$ cat src/rtl/cmd_mailbox_pkg.sv
// Shared constants, register select codes and the payload sizing helper
// for the command mailbox. Assumes each table entry is 16 bits wide,
// opcode 0 at the least significant end.
package cmd_mailbox_pkg;
    localparam int DW      = 32;
    localparam int SZ_W    = 16;
    localparam int TBL_OPS = 64;
    localparam int TBL_W   = TBL_OPS * SZ_W;

    localparam logic [DW-1:0] ST_OK    = 32'h0000_0000;
    localparam logic [DW-1:0] ST_FAIL  = 32'hFFFF_FFFF;
    localparam logic [DW-1:0] ST_SHORT = 32'hFFFF_FFFE;

    typedef enum logic [1:0] {
        SEL_CMD    = 2'd0,
        SEL_DATA   = 2'd1,
        SEL_STATUS = 2'd2,
        SEL_NONE   = 2'd3
    } reg_sel_e;

    // Largest payload in the table, rounded up to whole words, at least 1.
    function automatic int largest_payload_words(input logic [TBL_W-1:0] tbl, input int n);
        int best;
        best = 1;
        for (int i = 0; i < TBL_OPS; i++) begin
            if (i < n) begin
                int w;
                w = (int'(tbl[i*SZ_W +: SZ_W]) + 3) / 4;
                if (w > best) best = w;
            end
        end
        return best;
    endfunction
endpackage

$ cat src/rtl/cmd_len_check.sv
// Compares the bytes collected so far against the size the opcode needs.
// Assumes op < NUM_OPS; any other value reads as size zero.
module cmd_len_check
    import cmd_mailbox_pkg::*;
#(
    parameter int NUM_OPS = 2,
    parameter logic [NUM_OPS*SZ_W-1:0] OP_BYTES = '0,
    parameter int OP_W  = 1,
    parameter int CNT_W = 1
)(
    input  logic [OP_W-1:0]  op,
    input  logic [CNT_W-1:0] words,
    output logic             enough
);
    logic [SZ_W-1:0] need_tbl [NUM_OPS];
    logic [SZ_W-1:0] need;

    for (genvar g = 0; g < NUM_OPS; g++) begin : g_tbl
        assign need_tbl[g] = OP_BYTES[g*SZ_W +: SZ_W];
    end

    // Look up the required byte count and compare it with words*4.
    always_comb begin
        need = '0;
        for (int i = 0; i < NUM_OPS; i++) begin
            if (op == OP_W'(i)) need = need_tbl[i];
        end
        enough = ((32'(words) << 2) >= 32'(need));
    end
endmodule

$ cat src/rtl/cmd_collector.sv
// Payload word store. Writes one word at wr_idx when wr_en is set. The
// outgoing payload already shows the word being written, so an execution
// in the same cycle sees the complete payload.
module cmd_collector
    import cmd_mailbox_pkg::*;
#(
    parameter int WORDS = 1,
    parameter int CNT_W = 1
)(
    input  logic                clk,
    input  logic                rst_n,
    input  logic                wr_en,
    input  logic [CNT_W-1:0]    wr_idx,
    input  logic [DW-1:0]       wr_word,
    output logic [WORDS*DW-1:0] payload
);
    for (genvar g = 0; g < WORDS; g++) begin : g_word
        logic [DW-1:0] word_q;
        logic          hit;

        assign hit = wr_en && (wr_idx == CNT_W'(g));

        // Capture the incoming word into its slot.
        always_ff @(posedge clk) begin
            if (!rst_n)   word_q <= '0;
            else if (hit) word_q <= wr_word;
        end

        assign payload[g*DW +: DW] = hit ? wr_word : word_q;
    end
endmodule

$ cat src/rtl/cmd_mailbox.sv
// Command mailbox top. Decodes writes to the command and data registers,
// tracks the selected opcode and the word count, fires the execute strobe
// once the payload is long enough, and latches the result into status.
// Assumes the handler returns exec_result combinationally in the strobe cycle.
module cmd_mailbox
    import cmd_mailbox_pkg::*;
#(
    parameter int NUM_OPS = 10,
    parameter logic [NUM_OPS*SZ_W-1:0] OP_BYTES = {
        16'd8, 16'd0, 16'd16, 16'd0, 16'd12,
        16'd160, 16'd0, 16'd0, 16'd24, 16'd0 },
    parameter int COLLECT_WORDS = 0,
    localparam int BUF_WORDS = (COLLECT_WORDS > 0) ? COLLECT_WORDS
                             : largest_payload_words(TBL_W'(OP_BYTES), NUM_OPS),
    localparam int OP_W  = $clog2(NUM_OPS),
    localparam int CNT_W = $clog2(BUF_WORDS + 1)
)(
    input  logic                    clk,
    input  logic                    rst_n,
    input  logic                    bus_wr,
    input  logic [1:0]              bus_sel,
    input  logic [DW-1:0]           bus_wdata,
    input  logic [DW-1:0]           exec_result,
    output logic                    exec_stb,
    output logic [OP_W-1:0]         exec_op,
    output logic [BUF_WORDS*DW-1:0] exec_args,
    output logic [DW-1:0]           cmd_status,
    output logic                    ovf_err
);
    logic [OP_W-1:0]  op_q, cand_op;
    logic [CNT_W-1:0] cnt_q, cand_cnt;
    logic [DW-1:0]    status_q;
    logic cmd_wr, dat_wr, cmd_ok, full, take, probe, enough, fire;

    // Decode the write and form the candidate opcode and count.
    always_comb begin
        cmd_wr   = bus_wr && (bus_sel == SEL_CMD);
        dat_wr   = bus_wr && (bus_sel == SEL_DATA);
        cmd_ok   = (bus_wdata != '0) && (bus_wdata < DW'(NUM_OPS));
        full     = (cnt_q == CNT_W'(BUF_WORDS));
        take     = dat_wr && !full;
        cand_op  = cmd_wr ? (cmd_ok ? bus_wdata[OP_W-1:0] : '0) : op_q;
        cand_cnt = cmd_wr ? '0 : (take ? cnt_q + 1'b1 : cnt_q);
        probe    = cmd_wr || take;
        fire     = probe && enough;
    end

    cmd_len_check #(
        .NUM_OPS (NUM_OPS),
        .OP_BYTES(OP_BYTES),
        .OP_W    (OP_W),
        .CNT_W   (CNT_W)
    ) u_len (
        .op    (cand_op),
        .words (cand_cnt),
        .enough(enough)
    );

    cmd_collector #(
        .WORDS(BUF_WORDS),
        .CNT_W(CNT_W)
    ) u_buf (
        .clk    (clk),
        .rst_n  (rst_n),
        .wr_en  (take),
        .wr_idx (cnt_q),
        .wr_word(bus_wdata),
        .payload(exec_args)
    );

    // Advance opcode, count and status; an execution returns to idle.
    always_ff @(posedge clk) begin
        if (!rst_n) begin
            op_q     <= '0;
            cnt_q    <= '0;
            status_q <= ST_OK;
        end else begin
            if (fire) begin
                op_q     <= '0;
                cnt_q    <= '0;
                status_q <= (cand_op == '0) ? ST_FAIL : exec_result;
            end else begin
                op_q  <= cand_op;
                cnt_q <= cand_cnt;
                if (cmd_wr) status_q <= ST_SHORT;
            end
        end
    end

    assign exec_stb   = fire && (cand_op != '0);
    assign exec_op    = cand_op;
    assign cmd_status = status_q;
    assign ovf_err    = dat_wr && full;


    cmd_short_chk: assert property (@(posedge clk) disable iff (!rst_n)
        (cmd_wr && !fire) |=> (cmd_status == ST_SHORT) && (cnt_q == '0));


    count_step_chk: assert property (@(posedge clk) disable iff (!rst_n)
        (take && !fire) |=> (cnt_q == $past(cnt_q) + 1'b1));


    idle_after_exec_chk: assert property (@(posedge clk) disable iff (!rst_n)
        fire |=> (op_q == '0) && (cnt_q == '0));


    unknown_fail_chk: assert property (@(posedge clk) disable iff (!rst_n)
        (bus_wr && (bus_sel == SEL_CMD) &&
         !((bus_wdata != '0) && (bus_wdata < DW'(NUM_OPS))))
        |=> (cmd_status == ST_FAIL));


    ovf_hold_chk: assert property (@(posedge clk) disable iff (!rst_n)
        ovf_err |=> (cnt_q == $past(cnt_q)) && (cmd_status == $past(cmd_status)));


    no_overflow_chk: assert property (@(posedge clk) disable iff (!rst_n)
        cnt_q <= CNT_W'(BUF_WORDS));
endmodule

$ cat config.mk
export PLATFORM = sky130hd
export DESIGN_NAME = cmd_mailbox
export DESIGN_NICKNAME = d
export VERILOG_FILES = /design/src/rtl/cmd_mailbox_pkg.sv /design/src/rtl/cmd_len_check.sv /design/src/rtl/cmd_collector.sv /design/src/rtl/cmd_mailbox.sv
export SDC_FILE = /design/constraint.sdc
export NUM_CORES = 2
export LEC_CHECK = 0
export ABC_CLOCK_PERIOD_IN_PS = 5450
export CAP_MARGIN = 10
export CORE_AREA = 2 2 547 549
export CTS_CLUSTER_DIAMETER = 100
export DETAILED_ROUTE_END_ITERATION = 7
export DIE_AREA = 0 0 549 551
export GPL_ROUTABILITY_DRIVEN = 0
export PLACE_DENSITY = 0.38
export SLEW_MARGIN = 30
export SYNTH_ARGS = -nofsm -noshare
export SYNTH_HDL_FRONTEND = slang
export SYNTH_SLANG_ARGS = --single-unit
$ cat constraint.sdc
create_clock -name clk -period 5.45 [get_ports clk]
set_input_delay 1.09 -clock clk [delete_from_list [all_inputs] [get_ports clk]]
set_output_delay 1.09 -clock clk [all_outputs]
set_load 0.02 [all_outputs]
==> flow_summary.ini <==
[routing]
drt-met1-wl_microns = 113000
dr_wl_met2_microns = 132000
vias = 38400
drc = 0
route.met3.wl_microns = 24900
ant_nets = 0
drt_iter0_drc = 1909
via_per_inst = 3.86
drt_wl_total_microns = 277000
drtPass1Iterations = 5
top_layer = met5
post_drt_wl_per_cell_microns = 27.9

[setup_path]
cp-end-kind = output pin
worst_setup_path_start_kind = primary input
reg2regPathDepth = 13
crit_type = primary input to output pin
cp.required_ns = 4.36
cp.arrival_ns = 4.33
r2r-end = cmd_status[4]
reg2reg_setup_slack_ns = 2.00
r2r-start = cnt_q[1]
path_max_fanout = 4

[clocking]
numCtsBuffers = 174
htree_levels = 4
cts_root_buf = clkbuf_16
insertion_delay_ns = 0.85
clock_sinks = 1322
clockBufferDepth = 4
clkTransAtPathRegs_ns = 0.06
cts_hold_buf = 0
cts_tree = yes

[power]
ir_drop_mv = 0.248
leakagePower_nw = 30.8
p_per_area_nw_per_um2 = 286

[layout]
utilization_pct = 26.1
areaGrowthSynthToFinish_pct = 48.4
fill_cells = 31200
drive_gt1_share_pct = 30.6
final_net_count = 5936
multi_input_area_sq_um = 24400
register_area_sq_um = 26500

[timing]
layout_setup_ws_ns = 0.0279
relSlewSlack_pct = 38.9
max_freq_mhz = 184
finalHoldViolations = 0
rsz0062_at_grt = yes
final.min_clock_period_ns = 5.42
holdWs_ns = 0.508
setup_violations = 0
maxSlewViolCount = 0
fin_skew_ns = 0.0274
post-route-period-util_pct = 99.5
tightest_slew_ns = 0.916

[global_route]
grt_pass1_vias = 38200
track_usage_pct = 17.6
antenna_found_initial = 58
grt_pass1_wl_microns = 362000
grt_overflow_total = 0
grt_max_degree = 184

[placement]
io_buffers = 1386
pre_cts_ws_ns = -0.825
hpwl_microns = 189000

[min_path]
min_path_cells = 2
min_from = cmd_status[0]
holdPathEnd = cmd_status[0]
hp-class = flip-flop to flip-flop

[die]
io_pins = 1387
die_width_microns = 549
rows = 200
core_area_sq_um = 296000
die_h_microns = 551
initial_core_util_pct = 17.6
fp.dieArea_sq_um = 302000

[synthesis]
netlist_area_sq_um = 52100
avgSynthCellArea_sq_um = 11.5
yosysUniqueCellTypes = 53
yosys_warnings = 0
synth_nets = 4603
synth-seq-cells = 1322
synthFlopType = dfxtp_1
yosysSeqAreaShare_pct = 50.8
synth-edff-count = 0
ys_async_sr_fraction_pct = 0
syn_inst = 4525

[outcome]
outcome = complete, no violations

[flow_run]
max_cap_violations = 0
==> cell families after synthesis <==
logic type | after synthesis | share of synthesized area (%)
muxes | 1282 | 27.7
DFF | 1322 | 50.8
xor gates and xnor gates | 5 | 0.0840
buffers and inverters | 423 | 3.28
and+or+nand+nor | 1394 | 16.5
AOI/OAI and AO/OA | 90 | 1.40
adders and majority gates | 9 | 0.216
==> flip-flops by register name (all words and copies together), names as in the netlist <==
signal,count
cmd_status,32
cnt_q,6
op_q,4
u_buf.g_word.word_q,1280
==> power breakdown <==
group          total, mW  switching, mW  internal, mW  leakage [nW]
registers           9.71         0.0154          9.70          10.7
clock network       11.5           4.70          6.77          2.74
logic              0.938          0.722         0.216          17.4
==> worst max-delay path: stages <==
cell and delay [ns]:
clkdlybuf4s50_1 0.47, buf_4 0.17, or3b_2 0.49, a22oi_2 0.21, buf_4 0.15, inv_1 0.07
or3_4 0.41, ha_4 0.25, buf_6 0.11, nand2b_1 0.07, nor4_2 0.04, buf_4 0.16
o311ai_4 0.31, buf_12 0.16, inv_4 0.03, buf_6 0.11
==> routing by layer <==
metal	up-vias	track usage [%]
met5	-	0
met4	6	4.25
met3	276	6.47
met2	1340	30.2
met1	19000	20.7
li1	17700	-
==> worst max path at each step <==
stage / from / endpoint / slack (ns) / cells after the start
global route: bus_wr / exec_stb / -0.12 / 16
detailed placement: bus_wdata[18] / exec_stb / -0.83 / 17
global placement: bus_wdata[18] / exec_stb / -0.97 / 17
floorplan: bus_wdata[2] / exec_stb / 0.17 / 13
finish: bus_sel[1] / exec_stb / 0.03 / 16
CTS: bus_wdata[18] / exec_stb / -0.13 / 18
==> final cells by class <==
cell class                 count  area share [%]
tap                         3939            6.38
multi-input combinational   2780            31.5
clock buffer                 272            6.72
antenna                       13          0.0421
clock inverter                30           0.486
inverter                       7          0.0372
timing repair buffer        1573            20.6
sequential                  1322            34.2
==> per-stage QoR <==
step / instance area, sq um / TNS, ns / instances / total power [mW]
6_report: 77300 / 0 / 9936 / 22.1
2_1_floorplan: 52100 / 0 / 4525 / 10.2
4_1_cts: 77200 / -0.127 / 9921 / 22.6
3_5_place_dp: 71500 / -0.825 / 9616 / 10.9
3_3_place_gp: 71500 / -0.969 / 9616 / 10.9
5_1_grt: 77300 / -0.123 / 9924 / 23.0
==> cells in the mapped netlist, types with 3 or more instances <==
cell type / n / area (sq um)
a21oi_1: 5 / 25.0
and2_1: 1280 / 8010
and3b_1: 7 / 61.3
buf_1: 4 / 15.0
buf_2: 96 / 480
clkbuf_1: 315 / 1180
dfxtp_1: 1322 / 26500
ha_1: 9 / 113
inv_1: 6 / 22.5
mux2_2: 1279 / 14400
nand2_1: 11 / 41.3
nand2b_1: 3 / 18.8
nand3_1: 15 / 75.1
nand4_1: 5 / 31.3
nor2_1: 42 / 158
nor2b_1: 5 / 31.3
nor3_1: 4 / 20.0
nor3b_1: 4 / 30.0
nor4_1: 9 / 56.3
o211ai_2: 3 / 37.5
o21a_1: 32 / 240
o22a_1: 31 / 272
xor2_1: 4 / 35.0
==> timing repair <==
action,in CTS,in global routing
pin swaps,8,4
resized for setup,26,7
setup buffers,3,2
gates cloned,0,0
setup endpoints to repair,70,39
==> layout by cell type, fill, tap and decap left out, drive strengths merged, types with 2 or more instances in the layout <==
cell	synthesis	routed
inv	6	12
diode	0	13
a22oi	2	2
buf	101	237
o21a	32	32
clkinv	1	20
a21oi	5	5
o211ai	4	4
clkdlybuf4s50	0	1335
nor3	5	5
o21ai	2	2
o22a	31	31
nor4	9	9
bufinv	0	5
a32oi	2	2
and3b	7	7
nand2b	3	3
mux2	1281	1281
nor2	42	42
clkbuf	315	272
nand2	11	11
nand4	5	5
nor2b	5	5
dfxtp	1322	1322
and2	1280	1280
nor3b	4	4
xor2	4	4
ha	9	9
nand3	15	15
Power figures use the tool's default switching activity.
